<file path="src/rtl/stx_pkg.sv">
package stx_pkg;

    localparam int unsigned DEF_DATA_W = 8;

    typedef enum logic {
        SH_IDLE = 1'b0,
        SH_BUSY = 1'b1
    } sh_state_e;

    typedef struct packed {
        logic enable;
        logic invert;
        logic single_wire;
        logic dir_tx;
    } tx_ctl_t;

    // Logical line state of the next cycle, produced by the shifter
    typedef struct packed {
        logic busy;
        logic level;
    } line_nx_t;

    function automatic logic pad_level(input logic level, input logic invert);
        return level ^ invert;
    endfunction

    function automatic logic drive_pad(input tx_ctl_t ctl, input logic en_nx);
        return !ctl.single_wire || (en_nx && ctl.dir_tx);
    endfunction

endpackage

</file>
<file path="src/rtl/stx_shifter.sv">
module stx_shifter #(
    parameter int unsigned DATA_W = stx_pkg::DEF_DATA_W
) (
    input  logic              clk,
    input  logic              rst,
    input  logic              load,
    input  logic [DATA_W-1:0] load_data,
    input  logic              baud_tick,
    output logic              busy,
    output stx_pkg::line_nx_t line_nx
);
    import stx_pkg::*;

    localparam int unsigned FRAME_W = DATA_W + 2;
    localparam int unsigned CNT_W   = $clog2(FRAME_W + 1);
    localparam logic [CNT_W-1:0] LAST = CNT_W'(FRAME_W - 1);

    sh_state_e          state_q, state_nx;
    logic [FRAME_W-1:0] sh_q, sh_nx;
    logic [CNT_W-1:0]   cnt_q, cnt_nx;

    always_comb begin
        state_nx = state_q;
        sh_nx    = sh_q;
        cnt_nx   = cnt_q;
        unique case (state_q)
            SH_IDLE: begin
                if (load) begin
                    state_nx = SH_BUSY;
                    sh_nx    = {1'b1, load_data, 1'b0};
                    cnt_nx   = '0;
                end
            end
            SH_BUSY: begin
                if (baud_tick) begin
                    sh_nx = {1'b1, sh_q[FRAME_W-1:1]};
                    if (cnt_q == LAST) begin
                        state_nx = SH_IDLE;
                        cnt_nx   = '0;
                    end else begin
                        cnt_nx = cnt_q + CNT_W'(1);
                    end
                end
            end
            default: state_nx = SH_IDLE;
        endcase
    end

    always_ff @(posedge clk) begin
        if (rst) begin
            state_q <= SH_IDLE;
            sh_q    <= '1;
            cnt_q   <= '0;
        end else begin
            state_q <= state_nx;
            sh_q    <= sh_nx;
            cnt_q   <= cnt_nx;
        end
    end

    assign busy          = (state_q == SH_BUSY);
    assign line_nx.busy  = (state_nx == SH_BUSY);
    assign line_nx.level = line_nx.busy ? sh_nx[0] : 1'b1;

endmodule

</file>
<file path="src/rtl/stx_enable_ctl.sv">
module stx_enable_ctl (
    input  logic clk,
    input  logic rst,
    input  logic req_enable,
    input  logic busy,
    input  logic busy_nx,
    output logic en_q,
    output logic en_nx,
    output logic ready
);
    // Enable holds while a character is still going out after the request drops
    assign en_nx = req_enable || (en_q && busy_nx);

    always_ff @(posedge clk) begin
        if (rst) en_q <= 1'b0;
        else     en_q <= en_nx;
    end

    assign ready = en_q && req_enable && !busy;

endmodule

</file>
<file path="src/rtl/stx_pad_drv.sv">
module stx_pad_drv (
    input  logic              clk,
    input  logic              rst,
    input  stx_pkg::tx_ctl_t  ctl,
    input  logic              en_nx,
    input  stx_pkg::line_nx_t line_nx,
    output logic              pad_out,
    output logic              pad_oe
);
    import stx_pkg::*;

    always_ff @(posedge clk) begin
        if (rst) begin
            pad_out <= 1'b1;
            pad_oe  <= !ctl.single_wire;
        end else begin
            pad_out <= pad_level(line_nx.level, ctl.invert);
            pad_oe  <= drive_pad(ctl, en_nx);
        end
    end

endmodule

</file>
<file path="src/rtl/serial_tx_pad.sv">
module serial_tx_pad #(
    parameter int unsigned DATA_W = stx_pkg::DEF_DATA_W
) (
    input  logic              clk,
    input  logic              rst,
    input  logic              cfg_enable,
    input  logic              cfg_invert,
    input  logic              cfg_single_wire,
    input  logic              cfg_dir_tx,
    input  logic              in_valid,
    input  logic [DATA_W-1:0] in_data,
    output logic              in_ready,
    input  logic              baud_tick,
    output logic              enable_status,
    output logic              pad_out,
    output logic              pad_oe
);
    import stx_pkg::*;

    tx_ctl_t  ctl;
    line_nx_t line_nx;
    logic     busy;
    logic     en_nx;
    logic     load;

    assign ctl.enable      = cfg_enable;
    assign ctl.invert      = cfg_invert;
    assign ctl.single_wire = cfg_single_wire;
    assign ctl.dir_tx      = cfg_dir_tx;
    assign load            = in_valid && in_ready;

    stx_shifter #(.DATA_W(DATA_W)) u_shift (
        .clk       (clk),
        .rst       (rst),
        .load      (load),
        .load_data (in_data),
        .baud_tick (baud_tick),
        .busy      (busy),
        .line_nx   (line_nx)
    );

    stx_enable_ctl u_en (
        .clk        (clk),
        .rst        (rst),
        .req_enable (ctl.enable),
        .busy       (busy),
        .busy_nx    (line_nx.busy),
        .en_q       (enable_status),
        .en_nx      (en_nx),
        .ready      (in_ready)
    );

    stx_pad_drv u_pad (
        .clk     (clk),
        .rst     (rst),
        .ctl     (ctl),
        .en_nx   (en_nx),
        .line_nx (line_nx),
        .pad_out (pad_out),
        .pad_oe  (pad_oe)
    );

endmodule

</file>
<file path="config.mk">
export PLATFORM = sky130hd
export DESIGN_NAME = serial_tx_pad
export DESIGN_NICKNAME = d
export VERILOG_FILES = /design/src/rtl/stx_pkg.sv /design/src/rtl/stx_shifter.sv /design/src/rtl/stx_enable_ctl.sv /design/src/rtl/stx_pad_drv.sv /design/src/rtl/serial_tx_pad.sv
export SDC_FILE = /design/constraint.sdc
export NUM_CORES = 1
export LEC_CHECK = 0
export ABC_AREA = 1
export CAP_MARGIN = 25
export CORE_MARGIN = 2
export CORE_UTILIZATION = 46
export CTS_BUF_LIST = sky130_fd_sc_hd__clkbuf_8
export DETAILED_ROUTE_END_ITERATION = 16
export HOLD_SLACK_MARGIN = 0.1
export PLACE_DENSITY = 0.89
export REMOVE_ABC_BUFFERS = 1
export SLEW_MARGIN = 30
export SYNTH_ARGS = -nofsm -noshare
export SYNTH_HDL_FRONTEND = slang
export SYNTH_SLANG_ARGS = --single-unit
</file>
<file path="constraint.sdc">
create_clock -name clk -period 1.2 [get_ports clk]
set_input_delay 0.18 -clock clk [delete_from_list [all_inputs] [get_ports clk]]
set_output_delay 0.18 -clock clk [all_outputs]
set_load 0.005 [all_outputs]
</file>
==> out/qor.csv <==
stage;metric;value;unit
floorplanning;fp.dieH;47.45;um
timing;grt_setup_unrepaired;yes;
synthesis;yosys-top-cells-count;dfxtp_1 (18), inv_1 (17), o21ai_0 (17);
floorplanning;io_pins;20;
synthesis;ys_seq_area_share;41.50;%
grt;grt_busiest_layer;met2;
floorplanning;die-area;0.002251;mm2
synthesis;yosysWarnings;0;
placed_design;routabilityCongestion;0.8113;
floorplanning;core-area;0.001745;mm2
timing;relSlewSlack;78.44;%
worst_hold_path;hold_path_class;primary input to register;
grt;grt_max_degree;11;
power;cellPowerDensity;1011;mW/mm2
clock_network;cts_max_level;1;
synthesis;synth.distinct_cells;19;
status;violations;negative setup slack;
synthesis;ys.flop_type;dfxtp_1;
final_layout;multi_input_area;481.7;um2
drt;drc;0;
status;status;complete, but fails checks;
drt;vias_per_cell;5.267;
clock_network;clockBufferDepth;2;
timing;worst_slack;-21.21;ps
final_layout;final_util;77.63;%
timing;fin_crit;1221;ps
critical_path;end_kind;register;
critical_path;r2r_setup_slack;-20;ps
timing;skew;5.066;ps
final_layout;n_antenna_cell;0;
clock_network;cts.clk_slew.worst_paths;70;ps
timing;max_slew.worst_pin.slew;321.9;ps
final_layout;syn_to_final_growth;56.05;%
flow_run;cap_viol_max_count;0;
clock_network;clock-sinks;18;
grt;antenna_found_initial;0;
critical_path;cp.required;1390;ps
critical_path;start_kind;register;
grt;overflow;0;
synthesis;yosys.area.top_type;dfxtp_1;
synthesis;synthCells;111;
floorplanning;initial_core_util;49.75;%
critical_path;critical_path.max_fanout;4;
placed_design;port_buffers;19;
grt;grt_use_met3;3.774;%
floorplanning;fp.dieW;47.45;um
synthesis;synth-edff-count;0;
timing;hold_viol;0;
synthesis;ys_ff_latch;18;
synthesis;async_flop_share;0;%
final_layout;fin_nets;166;
clock_network;cts_tree;yes;
power;irDropWorstVdd;0.9052;mV
synthesis;synth_area;868.3;um2
timing;hold_ws;385.5;ps
synthesis;yosysMostFrequentCell;dfxtp_1;
grt;grt_pass1_vias;793;
final_layout;fillCellCount;119;
power;power;1370;uW
grt;gr-usage-met2;37.84;%
clock_network;insertion_delay;260;ps
timing;maxSlewViolCount;0;
floorplanning;num_rows;15;
placed_design;pre_cts_ws;-355.0;ps
timing;fmax;818.9;MHz
placed_design;postPlaceCellArea;0.001191;mm2
final_layout;seqCellArea;366.6;um2
grt;grt_use_total;22.53;%
drt;wl;2497;um
clock_network;ctsHoldBuffers;0;
timing;finalSetupViolCount;2;
clock_network;cts_buffers;3;
clock_network;root_buffer;clkbuf_8;
drt;vias;906;
drt;first_pass_iters;4;
drt;ant_nets;0;
drt;drtIter0Drc;30;
timing;fin_crit_sh;101.8;%
synthesis;synth_top_area_share;41.50;%
final_layout;design_area;0.001355;mm2
power;p_leak;0.0006301;uW
drt;post_drt_wl_per_cell;14.52;um
grt;grtUsageMet1;28.04;%
synthesis;synth.avg_cell_area;7.823;um2
placed_design;dp_hpwl;1566;um
final_layout;drive_gt1_share;31.29;%
grt;grt_first_pass_wirelength;3450;um
critical_path;crit_type;register to register;
critical_path;worstPathArrival;1410;ps
synthesis;synth.area.top_cells;dfxtp_1 (41%), o21ai_0 (9.8%), inv_1 (7.3%);
==> metal layers <==
| layer | routed length [um] | share of wire [%] |
|---|---|---|
| met1 | 1025 | 41 |
| met2 | 1298 | 52 |
| met3 | 121 | 4.8 |
| met4 | 51 | 2.0 |
| met5 | 0 | 0 |
==> worst max-delay path: stages (launching register included) <==
cell	delay, ps
dfxtp_2	340
inv_2	40
ha_2	170
nand2_2	90
nor2_4	50
buf_6	130
nor2_2	110
nand3_2	90
a21oi_2	130
==> sequential cells by signal, summed over array words and instances (netlist names) <==
register	count
u_pad.pad_out	1
u_pad.pad_oe	1
u_shift.cnt_q	4
u_shift.busy	1
u_en.en_q	1
u_shift.sh_q	10
==> final timing paths <==
kind / to / cells past startpoint / from
hold reg to reg: u_shift.sh_q[6] / 2 / u_shift.sh_q[6]
hold / removal: u_en.en_q / 3 / cfg_enable
setup / recovery: u_shift.cnt_q[1] / 8 / u_shift.cnt_q[1]
setup reg to reg: u_shift.cnt_q[1] / 8 / u_shift.cnt_q[1]
==> final cells by class <==
cell class,instances,area share [%]
Timing Repair Buffer,37,26.32
Tap cell,25,2.308
Inverter,17,4.709
Clock buffer,4,4.063
Multi-Input combinational cell,71,35.55
Sequential cell,18,27.05
==> stage by stage <==
stage          std cells  setup TNS [ps]
2_1_floorplan        106          -50.83
3_3_place_gp         168           -4549
3_5_place_dp         168           -5012
4_1_cts              172               0
5_1_grt              172          -165.1
6_report             172          -38.69
==> report_power, final <==
group | switching, uW | internal, uW | leakage, uW
Sequential | 12.9 | 623 | 0.000149
Clock | 217 | 292 | 0.0000288
Combinational | 107 | 119 | 0.000452
==> cells in the final DEF (no fill, tap or decap) <==
cell type	instances
clkdlybuf4s15_2	1
xnor2_1	1
dfxtp_2	2
dlymetal6s2s_1	1
o21ai_2	1
ha_1	1
o21ai_0	12
nor2_2	1
inv_2	3
buf_12	2
nand2_8	2
clkdlybuf4s50_1	13
a31oi_4	1
clkbuf_8	4
buf_6	2
a31oi_1	7
nand2_1	12
nand4_1	1
nor2_8	1
buf_4	14
a21oi_2	2
o211ai_1	1
a21oi_1	3
nand3_2	2
nand2_4	2
dlygate4sd2_1	4
nor2_4	2
nor2_1	3
inv_1	14
o21ai_1	5
nand3_1	8
dfxtp_4	1
nand2_2	2
dfxtp_1	15
ha_2	1
==> logic make-up after synthesis <==
group | count (synthesis) | share of synthesized area (%)
AOI/OAI and AO/OA | 32 | 19.88
xor gates and xnor gates | 1 | 1.009
DFF | 18 | 41.50
and+or+nand+nor | 36 | 22.05
buffers and inverters | 22 | 12.68
adders and majority gates | 2 | 2.881
==> timing repair <==
action                                  4_1_cts  5_1_grt
pin swaps                                     1        8
gates resized for setup                      16       24
endpoints found under the setup margin       18       16
buffers inserted                              0        1
(Power assumes the default switching activity.)
